## src/rtl/mht_pkg.sv

```systemverilog
`timescale 1ns/1ps
package mht_pkg;
  localparam int LINE_COUNT = 4;
  localparam int CTRL_WIDTH = LINE_COUNT + 1;

  typedef struct packed {
    logic clearFlags;
    logic loopSel;
  } mhtStrobe_t;
endpackage

```

## src/rtl/mht_ctrl.sv

```systemverilog
`timescale 1ns/1ps
module mht_ctrl
  import mht_pkg::*;
#(
  parameter int DATA_W = 8
) (
  input  logic                  clk,
  input  logic                  rstN,
  input  logic                  wrEn,
  input  logic [DATA_W-1:0]     wrData,
  input  logic                  rdEn,
  output logic [LINE_COUNT-1:0] pinsN,
  output logic [LINE_COUNT-1:0] loopLevels,
  output mhtStrobe_t            strobe
);
  localparam int LOOP_BIT = CTRL_WIDTH - 1;

  logic [CTRL_WIDTH-1:0] ctrlReg;

  always_ff @(posedge clk or negedge rstN) begin
    if (!rstN)     ctrlReg <= '0;
    else if (wrEn) ctrlReg <= wrData[CTRL_WIDTH-1:0];
  end

  always_comb begin
    strobe.loopSel    = ctrlReg[LOOP_BIT];
    strobe.clearFlags = rdEn;
    // pins: {out2, out1, rts, dtr}, active low, parked high in loopback
    pinsN = ctrlReg[LOOP_BIT] ? '1 : ~ctrlReg[LINE_COUNT-1:0];
    // loop wiring, order {carrier, ring, setReady, clearToSend}
    loopLevels = {ctrlReg[3], ctrlReg[2], ctrlReg[0], ctrlReg[1]};
  end
endmodule

```

## src/rtl/mht_status.sv

```systemverilog
`timescale 1ns/1ps
module mht_status
  import mht_pkg::*;
#(
  parameter logic [LINE_COUNT-1:0] TRAIL_MASK = 4'b0100
) (
  input  logic                  clk,
  input  logic                  rstN,
  input  mhtStrobe_t            strobe,
  input  logic [LINE_COUNT-1:0] lineIn,
  input  logic [LINE_COUNT-1:0] loopLevels,
  output logic [LINE_COUNT-1:0] levels,
  output logic [LINE_COUNT-1:0] flags,
  output logic                  irq
);
  logic [LINE_COUNT-1:0] prevLevels;
  logic [LINE_COUNT-1:0] hit;

  assign levels = strobe.loopSel ? loopLevels : lineIn;

  always_ff @(posedge clk or negedge rstN) begin
    if (!rstN) prevLevels <= '0;
    else       prevLevels <= levels;
  end

  for (genvar i = 0; i < LINE_COUNT; i++) begin : g_line
    if (TRAIL_MASK[i]) begin : g_trail
      assign hit[i] = prevLevels[i] & ~levels[i];
    end else begin : g_any
      assign hit[i] = prevLevels[i] ^ levels[i];
    end

    always_ff @(posedge clk or negedge rstN) begin
      if (!rstN) flags[i] <= 1'b0;
      else       flags[i] <= (flags[i] & ~strobe.clearFlags) | hit[i];
    end
  end

  assign irq = |flags;
endmodule

```

## src/rtl/modem_handshake_tracker.sv

```systemverilog
`timescale 1ns/1ps
module modem_handshake_tracker
  import mht_pkg::*;
(
  input  logic       clk,
  input  logic       rstN,
  input  logic       ctrlWrEn,
  input  logic [7:0] ctrlWrData,
  input  logic       statRdEn,
  input  logic       ctsIn,
  input  logic       dsrIn,
  input  logic       riIn,
  input  logic       dcdIn,
  output logic       dtrN,
  output logic       rtsN,
  output logic       out1N,
  output logic       out2N,
  output logic [7:0] statusByte,
  output logic       msIrq
);
  mhtStrobe_t            strobe;
  logic [LINE_COUNT-1:0] pinsN;
  logic [LINE_COUNT-1:0] loopLevels;
  logic [LINE_COUNT-1:0] levels;
  logic [LINE_COUNT-1:0] flags;

  mht_ctrl #(.DATA_W(8)) ctrl_i (
    .clk(clk), .rstN(rstN), .wrEn(ctrlWrEn), .wrData(ctrlWrData),
    .rdEn(statRdEn), .pinsN(pinsN), .loopLevels(loopLevels), .strobe(strobe)
  );

  mht_status #(.TRAIL_MASK(4'b0100)) status_i (
    .clk(clk), .rstN(rstN), .strobe(strobe),
    .lineIn({dcdIn, riIn, dsrIn, ctsIn}), .loopLevels(loopLevels),
    .levels(levels), .flags(flags), .irq(msIrq)
  );

  assign {out2N, out1N, rtsN, dtrN} = pinsN;
  assign statusByte = {levels, flags};
endmodule

```

## config.mk

```make
export PLATFORM = sky130hd
export DESIGN_NAME = modem_handshake_tracker
export DESIGN_NICKNAME = d
export VERILOG_FILES = /design/src/rtl/mht_pkg.sv /design/src/rtl/mht_ctrl.sv /design/src/rtl/mht_status.sv /design/src/rtl/modem_handshake_tracker.sv
export SDC_FILE = /design/constraint.sdc
export NUM_CORES = 1
export LEC_CHECK = 0
export ABC_CLOCK_PERIOD_IN_PS = 2700
export BUFFER_PORTS_ARGS = -buffer_cell sky130_fd_sc_hd__clkbuf_2
export CORE_AREA = 2 2 39 41
export CTS_BUF_LIST = sky130_fd_sc_hd__clkbuf_16
export DETAILED_ROUTE_END_ITERATION = 7
export DIE_AREA = 0 0 41 43
export PLACE_DENSITY = 0.78
export SETUP_SLACK_MARGIN = 0.3
export SLEW_MARGIN = 20
export SYNTH_ARGS = -nofsm -noshare
export SYNTH_HDL_FRONTEND = slang
export SYNTH_SLANG_ARGS = --single-unit
```

## constraint.sdc

```tcl
create_clock -name clk -period 2.7 [get_ports clk]
set_input_delay 0.27 -clock clk [delete_from_list [all_inputs] [get_ports clk]]
set_output_delay 0.27 -clock clk [all_outputs]
set_load 0.02 [all_outputs]
```

==> results of run 1 <==
[layer usage]
metal / global-route usage (%) / share of wire, % / up-vias
li1: - / - / 205
met1: 17.53 / 41 / 202
met2: 22.50 / 54 / 13
met3: 4.712 / 5.4 / 0
met4: 6.000 / 0 / 0
met5: 0 / 0 / -
[logic make-up after synthesis]
| kind of cell | after synthesis | synth area share, % |
|---|---|---|
| AND/OR/NAND/NOR | 14 | 17.32 |
| flip-flops | 13 | 56.28 |
| multiplexers | 9 | 19.48 |
| AO/OA/AOI/OAI | 4 | 3.680 |
| buffers and inverters | 3 | 3.247 |
[final cells by class]
cell class / instances / share of cell area [%]
clock buffers: 3 / 9.375
clock inverters: 1 / 0.4688
inverters: 2 / 0.9375
multi-input cells: 27 / 29.22
flip-flops and latches: 13 / 40.63
well taps: 16 / 2.500
repair buffers: 26 / 16.88
[registers in the layout, indices dropped and copies added, names as in the netlist]
| register | cells |
|---|---|
| status_i.flags | 4 |
| ctrl_i.ctrlReg | 5 |
| status_i.prevLevels | 4 |
[metrics by stage]
step / total power [mW] / util [%] / setup WS [ns] / std cells
3_5_place_dp: 0.3747 / 51.45 / 1.360 / 83
3_3_place_gp: 0.3698 / 51.45 / 1.362 / 83
6_report: 0.6403 / 57.87 / 1.107 / 88
5_1_grt: 0.6714 / 57.87 / 1.061 / 88
2_1_floorplan: 0.3298 / - / 1.338 / 43
4_1_cts: 0.6464 / 57.87 / 1.106 / 88
[power groups by stage]
stage               Combinational, mW  Sequential, mW  Clock (mW)
floorplan                      0.0776           0.252           0
global placement                0.127           0.243           0
detailed placement              0.130           0.245           0
CTS                             0.132           0.242       0.272
global route                    0.142           0.247       0.282
finish                          0.130           0.242       0.269
[worst paths after layout]
path,to,depth (start not counted)
min in group asynchronous,status_i.prevLevels[3]$_DFF_PN0_,2
max reg2reg,status_i.flags[0]$_DFF_PN0_,3
min reg2reg,status_i.flags[2]$_DFF_PN0_,2
max,statusByte[6],2
min,ctrl_i.ctrlReg[2]$_DFFE_PN0P_,2
max in group asynchronous,status_i.flags[2]$_DFF_PN0_,2
[critical path: cells and delay by family, from the launching register on]
kind	cells	cell delay, ns
buffers and inverters	1	0.16
flip-flops	1	0.52
multiplexers	1	0.41
[cell usage in the layout (no fill, tap or decap)]
cell type / synthesis / final
sky130_fd_sc_hd__mux2_4: 3 / 3
sky130_fd_sc_hd__clkbuf_16: 0 / 3
sky130_fd_sc_hd__dfrtp_1: 13 / 13
sky130_fd_sc_hd__nand2b_1: 4 / 4
sky130_fd_sc_hd__dlygate4sd3_1: 0 / 1
sky130_fd_sc_hd__clkbuf_2: 0 / 25
sky130_fd_sc_hd__inv_1: 2 / 3
sky130_fd_sc_hd__a21oi_1: 3 / 3
sky130_fd_sc_hd__nor3_2: 3 / 3
sky130_fd_sc_hd__o22ai_1: 1 / 1
sky130_fd_sc_hd__or4_1: 1 / 1
sky130_fd_sc_hd__nor2b_1: 6 / 6
sky130_fd_sc_hd__mux2_2: 6 / 6
==> impl_results.md, run 1 <==
* H-tree depth at 1
* Kind of launch point of the worst setup path: flip-flop
* RR Startpoint: ctrl_i.ctrlReg[4]$_DFFE_PN0P_
* Wire length of the first global-routing pass at 1.718 mm
* Most common cell in the synthesized netlist: sky130_fd_sc_hd__dfrtp_1
* Proportion of layout cells with a drive suffix above 1 at 55.56%
* Final setup violating endpoints at 0
* Crit-path max FO at 9
* Run status: completed
* Top achievable clock speed at 0.6277 GHz
* Mean routed wirelength per cell at 11.73 um
* Share of the synthesized area in the top cell type at 56.28%
* DR vias/cell at 4.773
* Worst path cell trace: mux2_2, clkbuf_2
* Core Area at 1384 um^2
* Final instance area at 800.8 um^2
* Setup TNS at 0 ns
* Power per Cell Area at 799.6 nW/um^2
* Internal reg-to-reg setup slack at 1.48 ns
* Count of TritonRoute iterations in the first routing pass at 3
* Number of antenna violations at the first check in global routing at 0
* Minimum period implied by the final worst setup slack at 1.593 ns
* IR Drop Worst-Case VDD at 0.0003832 V
* HP Start: ctrlWrData[2]
* Vias in the first global route at 424
* Yosys reg bits at 13
* CTS Hold Bufs at 1
* Num ports at 29
* Data required time at the worst endpoint at 2.43 ns
* Ranking of synthesized cells by instance count: 13 x sky130_fd_sc_hd__dfrtp_1, 6 x sky130_fd_sc_hd__mux2_2, 6 x sky130_fd_sc_hd__nor2b_1
* Number of instances resized during post-cts repair at 0
* Sequential power share at 37.8%
* Port bufs at 25
* Estimated wirelength of the detail-placed design at 792.9 um
* Number of CTS-inserted buffers at 3
* Static leakage at 0.3884 nW
* Standard-cell row count at 14
* Worst slew slack as a fraction of its limit at 78.61%
* Final worst path period share at 59.00%
* Growth of design area from synthesis to finish at 38.53%
* Clock Tree Root: sky130_fd_sc_hd__clkbuf_16
* Switching power at 0.1655 mW
* Routed via count at 420
* Insertion delay of the later-clocked pin in the worst-skew pair at 0.24 ns
* Unrepaired setup endpoints after global routing: no
* Kind of end point of the critical path: output port
* Area occupied by multi-input gates at 234.0 um^2
* Crit Path Class: reg2out
* Synthesized area divided by synthesized cell count at 13.44 um^2
* Placer congestion estimate at 0.6507
* Synthesized netlist cell count at 43
* Most used DFF post-synth: sky130_fd_sc_hd__dfrtp_1
* Die span in y at 43 um
* Sequential element share of the synthesized area at 56.28%
* # Max-Cap Violations at 0
* Pin count of the biggest net entering global routing at 14
* EDFF count, synth at 0
* Worst-margin pin slew at 0.3209 ns
* Hold violation total from the final report at 0
* Final worst clock skew at 0.003373 ns
* Switching portion of total power at 25.85%
* First DRT Iteration DRCs at 1
* TritonCTS clock tree: built
* Worst setup path start: ctrl_i.ctrlReg[4]$_DFFE_PN0P_
* Yosys warning count at 0
* Clk buf depth at 2
* Register area at 325.3 um^2
* # DRC at 0
* Internal power at 0.4748 mW
* Synth area leaders: sky130_fd_sc_hd__dfrtp_1 56%, sky130_fd_sc_hd__mux2_2 12%, sky130_fd_sc_hd__mux2_4 7.8%
* HP Class: in2reg
* Clk sink count at 13
* Total length of routed wires at 1.032 mm
* Ys async rst share at 100.0%
* Cell type of the slowest stage on the worst timing path: sky130_fd_sc_hd__dfrtp_1
* Overflow left after global routing at 0
* Number of slew-limit violations in the final report at 0
* Clock share of power at 42.0%
* Number of nets in the synthesized netlist at 59
* Combined global-route utilization of all metal layers at 14.45%
* Total Die Area at 1763 um^2
* Antenna-violating nets left at 0
* Starting utilization of the core area at 41.77%
* Arrival time reported for the critical path endpoint at 1.32 ns
* Maximum single-stage delay on the critical path at 0.52 ns
* Fillers at 118
* Setup Fix Bufs, Post-CTS at 0
* Cell area after placement at 711.9 um^2
* Yosys top cell by area: sky130_fd_sc_hd__dfrtp_1
* Clock transition at the registers of the reported paths at 0.04 ns
* Final worst hold slack at 0.2604 ns
* Antenna fix cells at 0
* Horizontal die dimension at 41 um
* Post-Synthesis Cell Area at 578.1 um^2
* Combinational Power Share at 20.3%
* Layout Nets at 89
* Library cells used by synthesis at 11
Note: power is estimated with default switching activity, not from simulation.
==> run 2, diff against run 1 <==
--- a/config.mk
+++ b/config.mk
@@ -5,13 +5,13 @@
 export SDC_FILE = /design/constraint.sdc
 export NUM_CORES = 1
 export LEC_CHECK = 0
-export ABC_CLOCK_PERIOD_IN_PS = 2700
+export ABC_CLOCK_PERIOD_IN_PS = 1400
 export BUFFER_PORTS_ARGS = -buffer_cell sky130_fd_sc_hd__clkbuf_2
-export CORE_AREA = 2 2 39 41
+export CORE_MARGIN = 2
+export CORE_UTILIZATION = 38
 export CTS_BUF_LIST = sky130_fd_sc_hd__clkbuf_16
 export DETAILED_ROUTE_END_ITERATION = 7
-export DIE_AREA = 0 0 41 43
-export PLACE_DENSITY = 0.78
+export PLACE_DENSITY = 0.72
 export SETUP_SLACK_MARGIN = 0.3
 export SLEW_MARGIN = 20
 export SYNTH_ARGS = -nofsm -noshare
==> constraint.sdc (replaced) <==
create_clock -name clk -period 1.4 [get_ports clk]
set_input_delay 0.14 -clock clk [delete_from_list [all_inputs] [get_ports clk]]
set_output_delay 0.14 -clock clk [all_outputs]
set_load 0.02 [all_outputs]
==> run 2 against run 1 <==
Net effect:
- the flow now finishes with violations (setup timing)
- hold slack lost 0.13 ns
- die area is 4.9% higher
- sequential cell count stayed put
- first-iteration DRC count rose by 100%
- combinational power grew to 3.1 times the previous value
- via count up 8.8%
- register-to-register slack got worse by 1.3 ns
- worst setup slack lost 1.1 ns
- critical path type unchanged
==> impl_results.md, run 2 (synthesis gave the netlist of run 1 again) <==
* Max layer used: met4
* Pin count of the biggest net entering global routing at 14 (unchanged)
* H-tree depth at 1 (unchanged)
* Most common cell after layout, fill and taps aside: sky130_fd_sc_hd__clkbuf_2
* Antenna-violating nets left at 0 (unchanged)
* Internal reg-to-reg setup slack at 0.16 ns (-1.32 ns)
* Top cell family by delay on the critical path: simple AND/OR/NAND/NOR gates
* Maximum single-stage delay on the critical path at 0.54 ns (+0.02 ns)
* Clk buf depth at 2 (unchanged)
* Starting utilization of the core area at 39.29% (-2.5 points)
* Num ports at 29 (unchanged)
* Final instance area at 1012 um^2 (+26%)
* Final worst hold slack at 0.1269 ns (-0.1335 ns)
* Detail Route met3 WL at 88 um (+57%)
* Number of antenna violations at the first check in global routing at 0 (unchanged)
* # Max-Cap Violations at 0 (unchanged)
* Top achievable clock speed at 0.6963 GHz
* Proportion of layout cells with a drive suffix above 1 at 69.62% (+14 points)
* Growth of design area from synthesis to finish at 75.11%
* Worst slew slack as a fraction of its limit at 78.46% (-0.14 points)
* Routed via count at 457 (+8.8%)
* Number of buffers and inverters on the critical path at 1 (unchanged)
* Arrival time reported for the critical path endpoint at 1.30 ns (-0.02 ns)
* Static leakage at 0.4888 nW (+26%)
* Kind of end point of the critical path: output port
* Wire length of the first global-routing pass at 2.021 mm (+18%)
* Minimum period implied by the final worst setup slack at 1.436 ns
* Standard-cell row count at 14 (unchanged)
* DR WL met2 at 689 um (+24%)
* Number of CTS-inserted buffers at 3 (unchanged)
* First DRT Iteration DRCs at 2 (+1)
* IR Drop Worst-Case VDD at 0.0009805 V (+160%)
* Hold violation total from the final report at 0 (unchanged)
* Cell type of the slowest stage on the worst timing path: sky130_fd_sc_hd__or4_4
* Crit path to: msIrq
* Total length of routed wires at 1.298 mm (+26%)
* Routed length on met1 at 498 um (+18%)
* Worst path cell trace: or4_4, buf_8
* Die span in y at 43 um (unchanged)
* Placer congestion estimate at 0.6497 (-0.15%)
* Vias in the first global route at 466 (+9.9%)
* Total Die Area at 1849 um^2 (+4.9%)
* Port bufs at 25 (unchanged)
* Data required time at the worst endpoint at 1.26 ns (-1.17 ns)
* Number of flip-flops in the largest register at 5 (unchanged)
* Register ranked first by flip-flop count: ctrl_i.ctrlReg
* Violations in the final reports: setup timing
* Clock Tree Root: sky130_fd_sc_hd__clkbuf_16
* Kind of launch point of the worst setup path: flip-flop
* Combined global-route utilization of all metal layers at 15.63% (+1.2 points)
* Layout Nets at 96 (+7.9%)
* Antenna fix cells at 0 (unchanged)
* Mean routed wirelength per cell at 13.66 um (+17%)
* TritonCTS clock tree: built
* Registers with the highest flip-flop counts: ctrl_i.ctrlReg (5), status_i.flags (4), status_i.prevLevels (4)
* Cell area after placement at 716.9 um^2 (+0.70%)
* Final setup margin at -0.03624 ns (-1.143 ns)
* # DRC at 0 (unchanged)
* Clock transition at the registers of the reported paths at 0.04 ns (about the same)
* Reg-to-reg endpoint: status_i.flags[0]$_DFF_PN0_
* RR Startpoint: ctrl_i.ctrlReg[4]$_DFFE_PN0P_
* Commonest non-fill, non-tap cells in the layout: 16 x sky130_fd_sc_hd__clkbuf_2, 11 x sky130_fd_sc_hd__dfrtp_1, 9 x sky130_fd_sc_hd__buf_8, 6 x sky130_fd_sc_hd__nor2b_1
* Core Area at 1471 um^2 (+6.3%)
* Clk sink count at 13 (unchanged)
* Power per Cell Area at 1394 nW/um^2 (+74%)
* Overflow left after global routing at 0 (unchanged)
* Worst Reg-to-Reg Cells at 4 (+1)
* Final worst clock skew at 0.001482 ns (-0.001891 ns)
* DR vias/cell at 4.811 (+0.79%)
* Worst-margin pin slew at 0.3231 ns (+0.002166 ns)
* HP Class: in2reg
* Insertion delay of the later-clocked pin in the worst-skew pair at 0.24 ns (about the same)
* Count of TritonRoute iterations in the first routing pass at 2 (-1)
* Run status: complete, but fails checks
* Crit-path max FO at 2 (-7)
* Final setup violating endpoints at 1 (+1)
* Depth of the critical timing path with buffers and inverters included at 2 (unchanged)
* Worst setup path start: status_i.flags[0]$_DFF_PN0_
* Estimated wirelength of the detail-placed design at 750.5 um (-5.3%)
* Final worst path period share at 102.6%
* Crit Path Class: reg2out
* Unrepaired setup endpoints after global routing: yes
* Number of slew-limit violations in the final report at 0 (unchanged)
* Horizontal die dimension at 43 um (+4.9%)
==> run 2: worst min-delay path by stage <==
| stage | from | to | slack, ns | cells past startpoint |
|---|---|---|---|---|
| global placement | rstN | ctrl_i.ctrlReg[3]$_DFFE_PN0P_ | 0.05 | 1 |
| CTS | ctrlWrData[4] | ctrl_i.ctrlReg[4]$_DFFE_PN0P_ | 0.12 | 2 |
| global route | ctrlWrData[0] | ctrl_i.ctrlReg[0]$_DFFE_PN0P_ | 0.13 | 2 |
| detailed placement | rstN | ctrl_i.ctrlReg[3]$_DFFE_PN0P_ | 0.05 | 1 |
| floorplan | rstN | ctrl_i.ctrlReg[0]$_DFFE_PN0P_ | -0.16 | 0 |
| finish | ctrlWrData[4] | ctrl_i.ctrlReg[4]$_DFFE_PN0P_ | 0.13 | 2 |
==> run 2: power by group <==
part	total (mW)	leakage (nW)	internal, mW	switching, mW
logic	0.399	0.299	0.227	0.172
clock network	0.535	0.0423	0.377	0.158
registers	0.477	0.147	0.429	0.0475
==> run 2: area by class of cell <==
type	instances	area, um^2
Tap cell	16	20.02
Multi-Input combinational cell	27	281.5
Fill cell	119	459.2
Timing Repair Buffer	33	296.5
Clock inverter	1	3.754
Clock buffer	3	75.07
Inverter	2	7.507
Sequential cell	13	327.8
==> run 2: timing repair <==
item	CTS	global route
pin swaps	2	1
hold buffers	1	0
endpoints found under the hold margin	13	0
buffers inserted	7	0
gates resized for setup	27	11
setup endpoints to repair	13	13
==> run 2: per-stage QoR <==
step / TNS, ns / setup WS (ns) / utilization, % / total power, mW / instances
2_1_floorplan: 0 / 0.2398 / - / 0.6398 / 43
3_3_place_gp: 0 / 0.1859 / 48.72 / 0.7165 / 83
3_5_place_dp: 0 / 0.1849 / 48.72 / 0.7235 / 83
4_1_cts: -0.04918 / -0.04918 / 67.35 / 1.394 / 95
5_1_grt: -0.07213 / -0.07213 / 68.79 / 1.475 / 95
6_report: -0.03624 / -0.03624 / 68.79 / 1.411 / 95
==> run 2: metal layers <==
metal | global-route usage [%] | vias to the layer above
met4 | 9.091 | 0
met5 | 0 | -
li1 | - | 221
met1 | 16.12 | 212
met2 | 26.06 | 20
met3 | 6.809 | 4
==> run 3, diff against run 2 <==
--- a/config.mk
+++ b/config.mk
@@ -7,7 +7,6 @@
 export LEC_CHECK = 0
 export ABC_CLOCK_PERIOD_IN_PS = 1400
 export BUFFER_PORTS_ARGS = -buffer_cell sky130_fd_sc_hd__clkbuf_2
-export CORE_MARGIN = 2
 export CORE_UTILIZATION = 38
 export CTS_BUF_LIST = sky130_fd_sc_hd__clkbuf_16
 export DETAILED_ROUTE_END_ITERATION = 7
==> run 3 against run 2 <==
Net effect:
- maximum frequency shrank 0.30%
- the run still ends with setup timing left
- largest cell class unchanged
- cell count is the same
- sequential share of layout area shrank 0.63 points
- worst setup slack lost 0.0043 ns
- hold slack gained 0.0026 ns
- sequential cell count is the same
- critical path type unchanged
- die area shrank 9.1%
- core utilization grew 7.7 points
==> impl_results.md, run 3 (synthesis gave the netlist of run 1 again) <==
* Kind of launch point of the worst setup path: flip-flop
* Worst path cell trace: or4_4, buf_8
* Fin cells at 95 (unchanged)
* Maximum single-stage delay on the critical path at 0.54 ns (about the same)
* HP Start: ctrlWrData[1]
* Port bufs at 25 (unchanged)
* Final worst clock skew at 0.001843 ns (+0.0003611 ns)
* Hold Path Cell Cnt at 2 (unchanged)
* Number of buffers and inverters on the critical path at 1 (unchanged)
* Final worst path period share at 102.9% (+0.31 points)
* Final setup margin at -0.04056 ns (-0.004319 ns)
* First DRT Iteration DRCs at 2 (unchanged)
* Hold violation total from the final report at 0 (unchanged)
* # Max-Cap Violations at 0 (unchanged)
* Growth of design area from synthesis to finish at 78.57%
* Cell type of the slowest stage on the worst timing path: sky130_fd_sc_hd__or4_4
* Antenna fix cells at 0 (unchanged)
* Worst setup path start: status_i.flags[0]$_DFF_PN0_
* RR Startpoint: ctrl_i.ctrlReg[4]$_DFFE_PN0P_
* Number of slew-limit violations in the final report at 0 (unchanged)
* Total Die Area at 1681 um^2 (-9.1%)
* DR vias/cell at 4.842 (+0.66%)
* # DRC at 0 (unchanged)
* Arrival time reported for the critical path endpoint at 1.30 ns (about the same)
* Pin count of the biggest net entering global routing at 14 (unchanged)
* Registers with the highest flip-flop counts: ctrl_i.ctrlReg (5), status_i.flags (4), status_i.prevLevels (4)
* HP Class: in2reg
* Top cell family by delay on the critical path: simple AND/OR/NAND/NOR gates
* Kind of end point of the critical path: output port
* TritonCTS clock tree: built
* Insertion delay of the later-clocked pin in the worst-skew pair at 0.24 ns (about the same)
* Dpl cells at 82 (-1.2%)
* Number of antenna violations at the first check in global routing at 0 (unchanged)
* Reg-to-reg endpoint: status_i.flags[0]$_DFF_PN0_
* Worst slew slack as a fraction of its limit at 77.34% (-1.1 points)
* IR Drop Worst-Case VDD at 0.001224 V (+25%)
* Overflow left after global routing at 0 (unchanged)
* Antenna-violating nets left at 0 (unchanged)
* H-tree depth at 1 (unchanged)
* Vias in the first global route at 417 (-11%)
* Minimum period implied by the final worst setup slack at 1.441 ns (+0.004319 ns)
* Run status: complete, but fails checks
* Top achievable clock speed at 0.6942 GHz (-0.30%)
* Cell area after placement at 715.7 um^2 (-0.17%)
* Worst-margin pin slew at 0.3399 ns (+0.01679 ns)
* Core Area at 1350 um^2 (-8.2%)
* Clock transition at the registers of the reported paths at 0.04 ns (about the same)
* Layout Nets at 97 (+1.0%)
* Final setup violating endpoints at 1 (unchanged)
* Clk buf depth at 2 (unchanged)
* Most common cell after layout, fill and taps aside: sky130_fd_sc_hd__clkbuf_2
* Endpoint with the worst hold slack: ctrl_i.ctrlReg[1]$_DFFE_PN0P_
* Static leakage at 0.4977 nW (+1.8%)
* Combined global-route utilization of all metal layers at 18.46% (+2.8 points)
* Worst Reg-to-Reg Cells at 4 (unchanged)
* Horizontal die dimension at 41 um (-4.7%)
* Crit Path Class: reg2out
* Power per Cell Area at 1377 nW/um^2 (-1.2%)
* Routed via count at 460 (+0.66%)
* Clk sink count at 13 (unchanged)
* Clock Tree Root: sky130_fd_sc_hd__clkbuf_16
* Commonest non-fill, non-tap cells in the layout: 16 x sky130_fd_sc_hd__clkbuf_2, 11 x sky130_fd_sc_hd__dfrtp_1, 9 x sky130_fd_sc_hd__buf_8, 6 x sky130_fd_sc_hd__nor2b_1, 6 x sky130_fd_sc_hd__buf_6
* Starting utilization of the core area at 42.82% (+3.5 points)
* Total length of routed wires at 1.269 mm (-2.2%)
* Proportion of layout cells with a drive suffix above 1 at 71.25% (+1.6 points)
* Worst Setup Slack post-DPL at 0.1760 ns (-0.008865 ns)
* Die span in y at 41 um (-4.7%)
* Standard-cell row count at 13 (-1)
* Register ranked first by flip-flop count: ctrl_i.ctrlReg
* Final instance area at 1032 um^2 (+2.0%)
* Internal reg-to-reg setup slack at 0.12 ns (-0.04 ns)
* Crit-path max FO at 2 (unchanged)
* Data required time at the worst endpoint at 1.26 ns (about the same)
* Wire length of the first global-routing pass at 1.821 mm (-9.9%)
* Num ports at 29 (unchanged)
* Violations in the final reports: setup timing
* Setup TNS at -0.04056 ns (-0.004319 ns)
* Estimated wirelength of the detail-placed design at 753.3 um (+0.37%)
* Number of CTS-inserted buffers at 3 (unchanged)
* Unrepaired setup endpoints after global routing: yes
* Placer congestion estimate at 0.5859 (-9.8%)
* Mean routed wirelength per cell at 13.36 um (-2.2%)
* Count of TritonRoute iterations in the first routing pass at 2 (unchanged)
* Number of flip-flops in the largest register at 5 (unchanged)
## run 3: cell count changes in the layout (fill, tap and decap cells not counted)
cell | previous run | this run
sky130_fd_sc_hd__a21oi_1 | 2 | 1
sky130_fd_sc_hd__a21oi_2 | 1 | 2
sky130_fd_sc_hd__buf_6 | 5 | 6
sky130_fd_sc_hd__nor3_2 | 2 | 1
sky130_fd_sc_hd__nor3_4 | 1 | 2
## run 3: what timing repair did
action	CTS	global route
setup buffers	7	1
hold endpoints to repair	13	0
hold buffers	1	0
pin swaps	3	3
setup endpoints to repair	13	13
gates resized for setup	28	12
## run 3: worst reg2reg max path, cell delays in order, from the launching register on
cell,delay (ns)
sky130_fd_sc_hd__dfrtp_2,0.47
sky130_fd_sc_hd__mux2_4,0.35
sky130_fd_sc_hd__buf_6,0.13
sky130_fd_sc_hd__nor3_4,0.16
sky130_fd_sc_hd__a21oi_2,0.04
## run 3: power breakdown
part / switching, mW / leakage [nW] / internal [mW] / total, mW
clock: 0.151 / 0.0423 / 0.376 / 0.527
combinational: 0.180 / 0.308 / 0.237 / 0.417
sequential: 0.0482 / 0.147 / 0.430 / 0.478
## run 3: through the flow
step / power [mW] / hold WS (ns) / util (%)
floorplan: 0.6398 / -0.1556 / -
global placement: 0.7169 / 0.04455 / 53.01
detailed placement: 0.7254 / 0.05336 / 53.01
CTS: 1.394 / 0.1273 / 74.05
global route: 1.485 / 0.1361 / 76.46
finish: 1.421 / 0.1295 / 76.46
## run 3: how the worst max path moves through the flow
stage	endpoint	slack, ns	depth (start not counted)
6_report	msIrq	-0.04	2
4_1_cts	msIrq	-0.06	2
3_5_place_dp	statusByte[6]	0.18	2
2_1_floorplan	msIrq	0.24	1
5_1_grt	msIrq	-0.07	2
3_3_place_gp	statusByte[6]	0.19	2
## run 3: routing by layer
| metal | GRT usage (%) | vias up | share of wire, % |
|---|---|---|---|
| met5 | 0 | - | 0 |
| met4 | 7.500 | 0 | 1.1 |
| met3 | 9.783 | 2 | 7.8 |
| met2 | 32.03 | 20 | 55 |
| met1 | 18.06 | 216 | 36 |
| li1 | - | 222 | - |
## run 3: final cells by class
| class | instances | area [um^2] |
|---|---|---|
| clock buffers | 3 | 75.07 |
| clock inverters | 1 | 3.754 |
| fillers | 93 | 317.8 |
| inverters | 2 | 7.507 |
| multi-input cells | 27 | 291.5 |
| flip-flops and latches | 13 | 327.8 |
| well taps | 15 | 18.77 |
| repair buffers | 34 | 307.8 |
